### src/rtl/i2c_seq_pkg.sv
package i2c_seq_pkg;
  localparam int BYTE_W = 8;

  typedef enum logic [1:0] {
    OP_START = 2'd0,
    OP_STOP  = 2'd1,
    OP_WRITE = 2'd2,
    OP_READ  = 2'd3
  } op_e;

  typedef enum logic [2:0] {
    ST_IDLE,
    ST_START,
    ST_ADR1,
    ST_ADR2,
    ST_XFER,
    ST_STOP
  } st_e;
endpackage

### src/rtl/i2c_seq_regs.sv
module i2c_seq_regs
  import i2c_seq_pkg::*;
#(
  parameter int CNT_W = 8
) (
  input  logic              clk_i,
  input  logic              rst_ni,
  input  logic              we_i,
  input  logic [1:0]        sel_i,
  input  logic [BYTE_W-1:0] wdata_i,
  input  logic              busy_i,
  input  logic              armed_i,
  input  logic              take_rs_i,
  output logic [BYTE_W-1:0] hi_o,
  output logic [BYTE_W-1:0] lo_o,
  output logic              ten_o,
  output logic [CNT_W-1:0]  len_o,
  output logic              rs_pend_o,
  output logic              start_o
);
  logic [BYTE_W-1:0] hi_q, next_q, lo_q;
  logic [CNT_W-1:0]  len_q;
  logic              ten_q, rs_q;
  logic              wr_hi, rs_accept;

  assign wr_hi     = we_i && (sel_i == 2'd0);
  assign start_o   = wr_hi && !busy_i;
  assign rs_accept = wr_hi && busy_i && armed_i;

  always_ff @(posedge clk_i or negedge rst_ni) begin
    if (!rst_ni) begin
      hi_q   <= '0;
      next_q <= '0;
      lo_q   <= '0;
      len_q  <= '0;
      ten_q  <= 1'b0;
      rs_q   <= 1'b0;
    end else begin
      if (start_o) begin
        hi_q <= wdata_i;
        rs_q <= 1'b0;
      end else if (take_rs_i) begin
        hi_q <= next_q;
        rs_q <= 1'b0;
      end else if (rs_accept) begin
        next_q <= wdata_i;
        rs_q   <= 1'b1;
      end
      if (we_i && sel_i == 2'd1) lo_q  <= wdata_i;
      if (we_i && sel_i == 2'd2) len_q <= CNT_W'(wdata_i);
      if (we_i && sel_i == 2'd3) ten_q <= wdata_i[0];
    end
  end

  assign hi_o      = hi_q;
  assign lo_o      = lo_q;
  assign ten_o     = ten_q;
  assign len_o     = len_q;
  assign rs_pend_o = rs_q;

  // a queued restart only ever follows a write seen while armed
  a_r9_pend_needs_arm: assert property (@(posedge clk_i) disable iff (!rst_ni)
    $rose(rs_q) |-> $past(armed_i && busy_i));
endmodule

### src/rtl/i2c_seq_rxctr.sv
module i2c_seq_rxctr #(
  parameter int CNT_W = 8
) (
  input  logic             clk_i,
  input  logic             rst_ni,
  input  logic             clr_i,
  input  logic             inc_i,
  input  logic [CNT_W-1:0] len_i,
  output logic             done_o,
  output logic             last_o
);
  logic [CNT_W-1:0] cnt_q;

  always_ff @(posedge clk_i or negedge rst_ni) begin
    if (!rst_ni)     cnt_q <= '0;
    else if (clr_i)  cnt_q <= '0;
    else if (inc_i)  cnt_q <= cnt_q + 1'b1;
  end

  assign done_o = (cnt_q == len_i);
  assign last_o = ({1'b0, cnt_q} + 1'b1) == {1'b0, len_i};

  // never count past the requested length
  a_r4_no_overrun: assert property (@(posedge clk_i) disable iff (!rst_ni)
    inc_i |-> !done_o);
endmodule

### src/rtl/i2c_seq_ctrl.sv
module i2c_seq_ctrl
  import i2c_seq_pkg::*;
(
  input  logic              clk_i,
  input  logic              rst_ni,
  input  logic              start_i,
  input  logic [BYTE_W-1:0] hi_i,
  input  logic [BYTE_W-1:0] lo_i,
  input  logic              ten_i,
  input  logic              rs_pend_i,
  input  logic              rx_done_i,
  input  logic              rx_last_i,
  input  logic              tx_empty_i,
  input  logic [BYTE_W-1:0] tx_data_i,
  input  logic              rx_full_i,
  input  logic              cmd_ready_i,
  input  logic              rsp_valid_i,
  input  logic              rsp_nack_i,
  input  logic [BYTE_W-1:0] rsp_byte_i,
  output logic              busy_o,
  output logic              armed_o,
  output logic              take_rs_o,
  output logic              rx_clr_o,
  output logic              rx_inc_o,
  output logic              cmd_valid_o,
  output op_e               cmd_op_o,
  output logic [BYTE_W-1:0] cmd_byte_o,
  output logic              cmd_nack_o,
  output logic              tx_pop_o,
  output logic              rx_push_o,
  output logic [BYTE_W-1:0] rx_data_o,
  output logic              tx_req_o,
  output logic              rx_req_o,
  output logic              err_o
);
  st_e  st_q;
  logic wait_q, armed_q, resend_q, pre10_q, err_q;
  logic want, cmd_hs, rsp_ev, rw, xfer_end;

  assign rw = hi_i[0];

  always_comb begin
    want       = 1'b0;
    cmd_op_o   = OP_START;
    cmd_byte_o = '0;
    cmd_nack_o = 1'b0;
    case (st_q)
      ST_START: want = 1'b1;
      ST_ADR1: begin
        want       = 1'b1;
        cmd_op_o   = OP_WRITE;
        cmd_byte_o = {hi_i[7:1], hi_i[0] & ~pre10_q};  // 10-bit read selects in write direction first
      end
      ST_ADR2: begin
        want       = 1'b1;
        cmd_op_o   = OP_WRITE;
        cmd_byte_o = lo_i;
      end
      ST_XFER: begin
        if (!rw) begin
          cmd_op_o   = OP_WRITE;
          cmd_byte_o = tx_data_i;
          want       = !tx_empty_i;
        end else begin
          cmd_op_o   = OP_READ;
          cmd_nack_o = rx_last_i;
          want       = !rx_done_i && !rx_full_i;
        end
      end
      ST_STOP: begin
        want     = 1'b1;
        cmd_op_o = OP_STOP;
      end
      default: ;
    endcase
  end

  assign cmd_valid_o = want && !wait_q;
  assign cmd_hs      = cmd_valid_o && cmd_ready_i;
  assign rsp_ev      = wait_q && rsp_valid_i;
  assign xfer_end    = (st_q == ST_XFER) && !wait_q && (rw ? rx_done_i : tx_empty_i);
  assign take_rs_o   = xfer_end && rs_pend_i;
  assign rx_clr_o    = cmd_hs && (st_q == ST_START);
  assign rx_inc_o    = rsp_ev && (st_q == ST_XFER) && rw;
  assign rx_push_o   = rx_inc_o;
  assign rx_req_o    = rx_inc_o;
  assign rx_data_o   = rsp_byte_i;
  assign tx_pop_o    = cmd_hs && (st_q == ST_XFER) && !rw;
  assign tx_req_o    = (st_q == ST_XFER) && !rw && wait_q && tx_empty_i;
  assign busy_o      = (st_q != ST_IDLE);
  assign armed_o     = armed_q;
  assign err_o       = err_q;

  always_ff @(posedge clk_i or negedge rst_ni) begin
    if (!rst_ni) begin
      st_q     <= ST_IDLE;
      wait_q   <= 1'b0;
      armed_q  <= 1'b0;
      resend_q <= 1'b0;
      pre10_q  <= 1'b0;
      err_q    <= 1'b0;
    end else begin
      if (rsp_ev)      wait_q <= 1'b0;
      else if (cmd_hs) wait_q <= 1'b1;
      if (cmd_hs && st_q == ST_ADR1) armed_q <= 1'b1;
      case (st_q)
        ST_IDLE: if (start_i) begin
          st_q     <= ST_START;
          err_q    <= 1'b0;
          resend_q <= 1'b0;
          pre10_q  <= 1'b0;
        end
        ST_START: if (rsp_ev) begin
          st_q <= ST_ADR1;
          if (!resend_q) pre10_q <= ten_i && hi_i[0];
        end
        ST_ADR1: if (rsp_ev) begin
          if (rsp_nack_i) begin
            err_q   <= 1'b1;
            armed_q <= 1'b0;
            st_q    <= ST_STOP;
          end else if (ten_i && !(resend_q && hi_i[0])) begin
            st_q <= ST_ADR2;
          end else begin
            st_q <= ST_XFER;
          end
        end
        ST_ADR2: if (rsp_ev) begin
          if (rsp_nack_i) begin
            err_q   <= 1'b1;
            armed_q <= 1'b0;
            st_q    <= ST_STOP;
          end else if (pre10_q) begin
            pre10_q  <= 1'b0;
            resend_q <= 1'b1;
            st_q     <= ST_START;
          end else begin
            st_q <= ST_XFER;
          end
        end
        ST_XFER: if (xfer_end) begin
          armed_q <= 1'b0;
          if (rs_pend_i) begin
            resend_q <= 1'b1;
            st_q     <= ST_START;
          end else begin
            st_q <= ST_STOP;
          end
        end
        ST_STOP: if (rsp_ev) st_q <= ST_IDLE;
        default: st_q <= ST_IDLE;
      endcase
    end
  end

  // command holds until accepted
  a_r13_cmd_hold: assert property (@(posedge clk_i) disable iff (!rst_ni)
    cmd_valid_o && !cmd_ready_i |=> cmd_valid_o && $stable(cmd_op_o) && $stable(cmd_byte_o));
  // address NACK goes straight to stop with error
  a_r11_addr_abort: assert property (@(posedge clk_i) disable iff (!rst_ni)
    rsp_ev && rsp_nack_i && (st_q == ST_ADR1 || st_q == ST_ADR2) |=> (st_q == ST_STOP) && err_o);
  // no pop from an empty transmit FIFO
  a_r2_pop_safe: assert property (@(posedge clk_i) disable iff (!rst_ni)
    tx_pop_o |-> !tx_empty_i);
  // no read presented while the receive FIFO is full
  a_r4_full_guard: assert property (@(posedge clk_i) disable iff (!rst_ni)
    cmd_valid_o && (cmd_op_o == OP_READ) |-> !rx_full_i);
endmodule

### src/rtl/i2c_txn_seq.sv
module i2c_txn_seq
  import i2c_seq_pkg::*;
#(
  parameter int CNT_W = 8
) (
  input  logic       clk_i,
  input  logic       rst_ni,
  input  logic       reg_we_i,
  input  logic [1:0] reg_sel_i,
  input  logic [7:0] reg_wdata_i,
  input  logic       tx_empty_i,
  input  logic [7:0] tx_data_i,
  output logic       tx_pop_o,
  input  logic       rx_full_i,
  output logic       rx_push_o,
  output logic [7:0] rx_data_o,
  output logic       cmd_valid_o,
  input  logic       cmd_ready_i,
  output logic [1:0] cmd_op_o,
  output logic [7:0] cmd_byte_o,
  output logic       cmd_nack_o,
  input  logic       rsp_valid_i,
  input  logic       rsp_nack_i,
  input  logic [7:0] rsp_byte_i,
  output logic       busy_o,
  output logic       err_o,
  output logic       tx_req_o,
  output logic       rx_req_o
);
  logic [BYTE_W-1:0] hi, lo;
  logic [CNT_W-1:0]  len;
  logic ten, rs_pend, start, armed, take_rs, rx_clr, rx_inc, rx_done, rx_last;
  op_e  op;

  i2c_seq_regs #(.CNT_W(CNT_W)) u_regs (
    .clk_i(clk_i), .rst_ni(rst_ni), .we_i(reg_we_i), .sel_i(reg_sel_i),
    .wdata_i(reg_wdata_i), .busy_i(busy_o), .armed_i(armed), .take_rs_i(take_rs),
    .hi_o(hi), .lo_o(lo), .ten_o(ten), .len_o(len), .rs_pend_o(rs_pend), .start_o(start)
  );

  i2c_seq_rxctr #(.CNT_W(CNT_W)) u_rxctr (
    .clk_i(clk_i), .rst_ni(rst_ni), .clr_i(rx_clr), .inc_i(rx_inc), .len_i(len),
    .done_o(rx_done), .last_o(rx_last)
  );

  i2c_seq_ctrl u_ctrl (
    .clk_i(clk_i), .rst_ni(rst_ni), .start_i(start), .hi_i(hi), .lo_i(lo), .ten_i(ten),
    .rs_pend_i(rs_pend), .rx_done_i(rx_done), .rx_last_i(rx_last),
    .tx_empty_i(tx_empty_i), .tx_data_i(tx_data_i), .rx_full_i(rx_full_i),
    .cmd_ready_i(cmd_ready_i), .rsp_valid_i(rsp_valid_i), .rsp_nack_i(rsp_nack_i),
    .rsp_byte_i(rsp_byte_i), .busy_o(busy_o), .armed_o(armed), .take_rs_o(take_rs),
    .rx_clr_o(rx_clr), .rx_inc_o(rx_inc), .cmd_valid_o(cmd_valid_o), .cmd_op_o(op),
    .cmd_byte_o(cmd_byte_o), .cmd_nack_o(cmd_nack_o), .tx_pop_o(tx_pop_o),
    .rx_push_o(rx_push_o), .rx_data_o(rx_data_o), .tx_req_o(tx_req_o),
    .rx_req_o(rx_req_o), .err_o(err_o)
  );

  assign cmd_op_o = op;
endmodule

### config.mk
export PLATFORM = sky130hd
export DESIGN_NAME = i2c_txn_seq
export DESIGN_NICKNAME = d
export VERILOG_FILES = /design/src/rtl/i2c_seq_pkg.sv /design/src/rtl/i2c_seq_regs.sv /design/src/rtl/i2c_seq_rxctr.sv /design/src/rtl/i2c_seq_ctrl.sv /design/src/rtl/i2c_txn_seq.sv
export SDC_FILE = /design/constraint.sdc
export NUM_CORES = 1
export LEC_CHECK = 0
export BUFFER_PORTS_ARGS = -buffer_cell sky130_fd_sc_hd__buf_2
export CORE_ASPECT_RATIO = 0.6
export CORE_UTILIZATION = 58
export CTS_CLUSTER_DIAMETER = 80
export CTS_CLUSTER_SIZE = 8
export DETAILED_ROUTE_END_ITERATION = 7
export GPL_ROUTABILITY_DRIVEN = 0
export PLACE_DENSITY = 0.95
export SLEW_MARGIN = 20
export SYNTH_ARGS = -nofsm -noshare
export SYNTH_HDL_FRONTEND = slang
export SYNTH_SLANG_ARGS = --single-unit
### constraint.sdc
create_clock -name clk_i -period 4.9 [get_ports clk_i]
set_input_delay 0.49 -clock clk_i [delete_from_list [all_inputs] [get_ports clk_i]]
set_output_delay 0.49 -clock clk_i [all_outputs]
set_load 0.02 [all_outputs]
======== Word level (Yosys, flattened, before mapping) ========
Cells that the tools add are included.
storage, ports and cells
  bits in registers ....................... 50
  bits of input ports ..................... 34
  word-level logic and storage cells ...... 141
  output and inout bits ................... 26
operators by class
  bitwise logic cells ..................... 4
  add/subtract/negate cells ............... 2
  multiplexer cells ....................... 50
  reductions and logical operators ........ 50
  eq/ne operators ......................... 22
operator list
  kind                                                              count
  8-bit two-way mux                                                 5
  3-bit two-way mux                                                 11
  1-bit logical AND                                                 26
  1-bit two-way mux                                                 26
  8-bit one-hot mux with 3 select lines                             1
  3-bit one-hot mux with 6 select lines                             1
  2-bit by 1-bit != test with 1-bit output (second input constant)  8
  6-bit AND reduction                                               2
  3-bit nonzero test                                                4
  8-bit by 1-bit adder with 9-bit output (second input constant)    1
  9-bit by 8-bit == test with 1-bit output                          1
  8-bit by 1-bit adder with 8-bit output (second input constant)    1
  8-bit == test                                                     1
  2-bit != test (second input constant)                             4
  2-bit nonzero test                                                4
  1-bit zero test                                                   7
  7-bit AND reduction                                               1
  3-bit by 2-bit == test with 1-bit output (second input constant)  2
  3-bit == test (second input constant)                             2
  1-bit one-hot mux with 2 select lines                             3
  1-bit one-hot mux with 3 select lines                             2
  2-bit one-hot mux with 3 select lines                             1
  2-bit == test (second input constant)                             2
  4-bit AND reduction                                               1
  other kinds (9)                                                   11

======== Depth between registers and ports, before layout ========
  depth after elaboration ................. 12
  gate-level depth with buffers ........... 7
  mapped depth without buffers ............ 6

======== Modules after synthesis ========
From an unflattened synthesis, not the netlist that was laid out.
second synthesis, totals
  cells, all modules ...................... 294
  area, all modules ....................... 2990.4 sq um
modules (own cells, without submodules)
  module         seq. area each (sq um)  area each (sq um)  cells an instance  instances
  i2c_seq_regs   850.8                   1391.3             93                 1
  i2c_seq_ctrl   200.2                   902.1              116                1
  i2c_seq_rxctr  200.2                   696.9              85                 1

======== Least setup slack after synthesis ========
OpenSTA, ideal clock, no wires.
  kind .................................... reg2out
  start point ............................. reg u_rxctr.cnt_q[0]
  end point ............................... out cmd_nack_o
  stages on the path, launching flop included .. 6
  slack ................................... 2.532 ns
  data arrival time ....................... 1.878 ns
  path through ............................ dfrtp_1 -> ha_1 -> xnor2_1 -> nand4_1 -> or4_1 -> a211oi_2
on the way
  longest elaborated chain between the ends .. 4
ends and longest elaborated chain
  what                                      line                 source
  start, declared                           i2c_seq_rxctr.sv:12  logic [CNT_W-1:0] cnt_q;
  start signal, assigned                    i2c_seq_rxctr.sv:17  else if (inc_i) cnt_q <= cnt_q + 1'b1;
  8-bit by 1-bit adder with 9-bit output    i2c_seq_rxctr.sv:21  assign last_o = ({1'b0, cnt_q} + 1'b1) == {1'b0, len_i};
  9-bit by 8-bit == test with 1-bit output  i2c_seq_rxctr.sv:21
  1-bit two-way mux                         i2c_seq_ctrl.sv:60   if (!rw) begin
  1-bit two-way mux                         i2c_seq_ctrl.sv:47   case (st_q)
  end, declared                             i2c_txn_seq.sv:21    output logic cmd_nack_o,
No other way between the ends.

======== Final worst setup path ========
  start point ............................. reg u_ctrl.st_q[0]
  end point ............................... out cmd_nack_o
on the way
  longest elaborated chain between the ends .. 2
ends and longest elaborated chain
  what                    line                 source
  start, declared         i2c_seq_ctrl.sv:36   st_e st_q;
  start signal, assigned  i2c_seq_ctrl.sv:96   st_q <= ST_IDLE;
  start signal, assigned  i2c_seq_ctrl.sv:108  st_q <= ST_START;
  start signal, assigned  i2c_seq_ctrl.sv:114  st_q <= ST_ADR1;
  3-bit == test           i2c_seq_ctrl.sv:47
  1-bit two-way mux       i2c_seq_ctrl.sv:47
No other way between the ends.

==> metrics.yaml <==
die_h_um: 57.5
ys_types: 55
slowest_delay_ns: 0.75
numCtsBuffers: 5
period_share_pct: 63.5
core.rowCount: 19
yosys.area.top_type: "dfrtp_1"
hold-worst-slack_ns: 0.168
cp-start-kind: "flop"
cts.reportedPaths.clkPinSlew_ns: 0.10
die-area_um2: 5430
synthFlopType: "dfrtp_1"
synth-xor-area-share_pct: 6.14
synth_nets: 341
n_antenna_cell: 0
status: "finished clean"
muxShareOfSynthArea_pct: 12.5
synthesis.area_um2: 2980
slew_viol_final: 0
cap_violations: 0
drcViolationCount: 0
cp_slowest_cell: "dfrtp_1"
power.total_mw: 1.54
clk_latency_ns: 0.31
ctsHoldBuffers: 0
synth-compound-area-share_pct: 14.1
core_um2: 4750
leakagePower_nw: 1.46
worstHoldPathType: "in -> async"
crit_type: "reg -> out"
final_cells: 400
ant_nets: 0
htreeDepth: 2
io-pin-count: 60
vias: 2478
synth_top_area_share_pct: 42.0
avgSynthCellArea_um2: 9.76
syn_to_final_growth_pct: 9.21
synth_common_cells: "dfrtp_1 (50), nor2_1 (38), nand2_1 (26), mux2_2 (25), o21ai_0 (22)"
p_per_area_nw_per_um2: 475
cp-endpoint: "cmd_nack_o"
grt_usage_pct: 28.7
r2r_slack_ns: 2.49
fin_crit_ns: 3.11
vias_per_cell: 6.20
synth_top_family_by_area: "simple AND/OR/NAND/NOR gates"
cp_data_arrival_time_ns: 2.62
cts_resized: 0
port_buffers: 43
placed_cells: 392
crit_path_max_fanout: 24
netlist_instances: 305
synth_seq_cells: 50
r2r_cells: 5
clock-root-buffer: "clkbuf_8"
rsz0062_at_grt: "no"
overflow: 0
start_util_pct: 62.6
peakVddDrop_mv: 0.245
clock-sinks: 50
finalSetupViolations: 0
tns_ns: 0
antenna_found_initial: 0
grt_pass1_wl_um: 11700
synth_edf_count: 0
crit_start: "u_ctrl.st_q[0]$_DFFE_PN0P_"
hold_violations: 0
synthAdderAreaFrac_pct: 0.841
worstReg2RegStart: "u_ctrl.st_q[0]$_DFFE_PN0P_"
detailed_place_hpwl_um: 5130
fin_skew_ns: 0.00787
end_kind: "output pin"
fmax_mhz: 321
yosysSeqAreaShare_pct: 42.0
ys_async_sr_fraction_pct: 100
cts_tree: "yes"
crit_chain: "nor3b_4 -> nand4_1 -> or4_1 -> a211oi_2 -> buf_2"
cts_setup_buffers: 0
initialDrtViolationCount: 277
worstMarginPinSlew_ns: 0.960
yosysMostFrequentCell: "dfrtp_1"
cp.required_ns: 4.41
final_core_util_pct: 68.4
grt_max_degree: 51
nNetsFinal: 372
cts_max_path_buffers: 2
wirelength_um: 6970
wire_per_inst_um: 17.4
r2r-end: "u_regs.next_q[2]$_DFFE_PN0P_"
fillCellCount: 377
die_x_um: 94.5
firstDrtPassIters: 7
drive_above_1_share_pct: 27.3
ys.warnings.count: 0
grt_pass1_vias: 2315
synthSimpleGateAreaFrac_pct: 20.0
worst_slew_margin_rel_pct: 36.0
ys_top_cells_by_area: "dfrtp_1 (42%), mux2_2 (9.5%), nor2_1 (4.8%)"
stage by stage:
stage / area, um^2 / setup slack, ns
floorplan: 2980 / 2.53
global placement: 3160 / 2.21
detailed placement: 3160 / 2.15
CTS: 3250 / 1.80
global route: 3250 / 1.64
finish: 3250 / 1.79
cell usage in the layout (no fill, tap or decap), types with 3 or more instances in the layout:
| master | synthesis | layout |
|---|---|---|
| mux2_2 | 25 | 25 |
| a21oi_1 | 14 | 14 |
| nand2_1 | 26 | 26 |
| mux2i_1 | 9 | 9 |
| inv_1 | 5 | 5 |
| and3_2 | 3 | 3 |
| nor2_1 | 38 | 38 |
| nand3_1 | 8 | 8 |
| xnor2_1 | 13 | 13 |
| nor3_1 | 5 | 5 |
| xor2_1 | 6 | 6 |
| o31a_1 | 3 | 3 |
| nand3b_1 | 3 | 3 |
| o21ai_0 | 22 | 22 |
| dfrtp_1 | 50 | 50 |
| clkbuf_8 | 0 | 5 |
| buf_2 | 6 | 42 |
| a31oi_1 | 10 | 10 |
worst max-delay path, delay by kind of cell, from the launching register on:
family                 cells  cell delay (ns)
flip-flops                 1             0.75
buffers and inverters      1             0.19
AO/OA/AOI/OAI              1             0.19
AND/OR/NAND/NOR            3             1.17
per-layer routing:
layer | global-route usage (%) | share of wire, % | vias up
met1 | 41.7 | 45 | 1175
met2 | 42.5 | 43 | 134
met5 | 0 | 0 | -
met4 | 9.31 | 2.6 | 0
li1 | - | - | 1148
met3 | 6.93 | 9.4 | 21
worst min path at each step:
stage	depth (start not counted)	slack, ns	to
after floorplan	0	0.19	u_ctrl.armed_o$_DFF_PN0_
after global placement	1	0.47	u_ctrl.armed_o$_DFF_PN0_
after detailed placement	1	0.49	u_regs.next_q[3]$_DFFE_PN0P_
after CTS	2	0.37	u_ctrl.wait_q$_DFFE_PN0P_
after global routing	1	0.23	u_rxctr.cnt_q[1]$_DFFE_PN0P_
final	1	0.17	u_ctrl.st_q[1]$_DFFE_PN0P_
final cells by class:
cell class / instances / area, um^2 / share of cell area, %
flip-flops and latches: 50 / 1250 / 38.5
multi-input cells: 231 / 1590 / 49.0
inverters: 5 / 18.8 / 0.577
repair buffers: 43 / 218 / 6.70
well taps: 63 / 78.8 / 2.42
clock inverters: 3 / 21.3 / 0.654
clock buffers: 5 / 68.8 / 2.12
state kept, by name, indices dropped and copies added, names as in the netlist:
name              flops
u_ctrl.err_o          1
u_regs.lo_o           8
u_ctrl.armed_o        1
u_rxctr.cnt_q         8
u_ctrl.pre10_q        1
u_regs.len_o          8
u_ctrl.resend_q       1
u_regs.ten_o          1
u_regs.hi_o           8
u_regs.rs_pend_o      1
u_ctrl.wait_q         1
u_regs.next_q         8
u_ctrl.st_q           3
logic make-up after synthesis:
logic type                 count (synthesis)
AOI/OAI and AO/OA                         66
xor gates and xnor gates                  20
adders and majority gates                  2
buffers and inverters                     24
DFF                                       50
muxes                                     34
and+or+nand+nor                          109
power breakdown:
part / switching [mW] / leakage [nW] / internal (mW)
clock: 0.147 / 0.0441 / 0.101
combinational: 0.372 / 0.786 / 0.274
sequential: 0.140 / 0.632 / 0.511
Note: power is estimated with default switching activity, not from simulation.
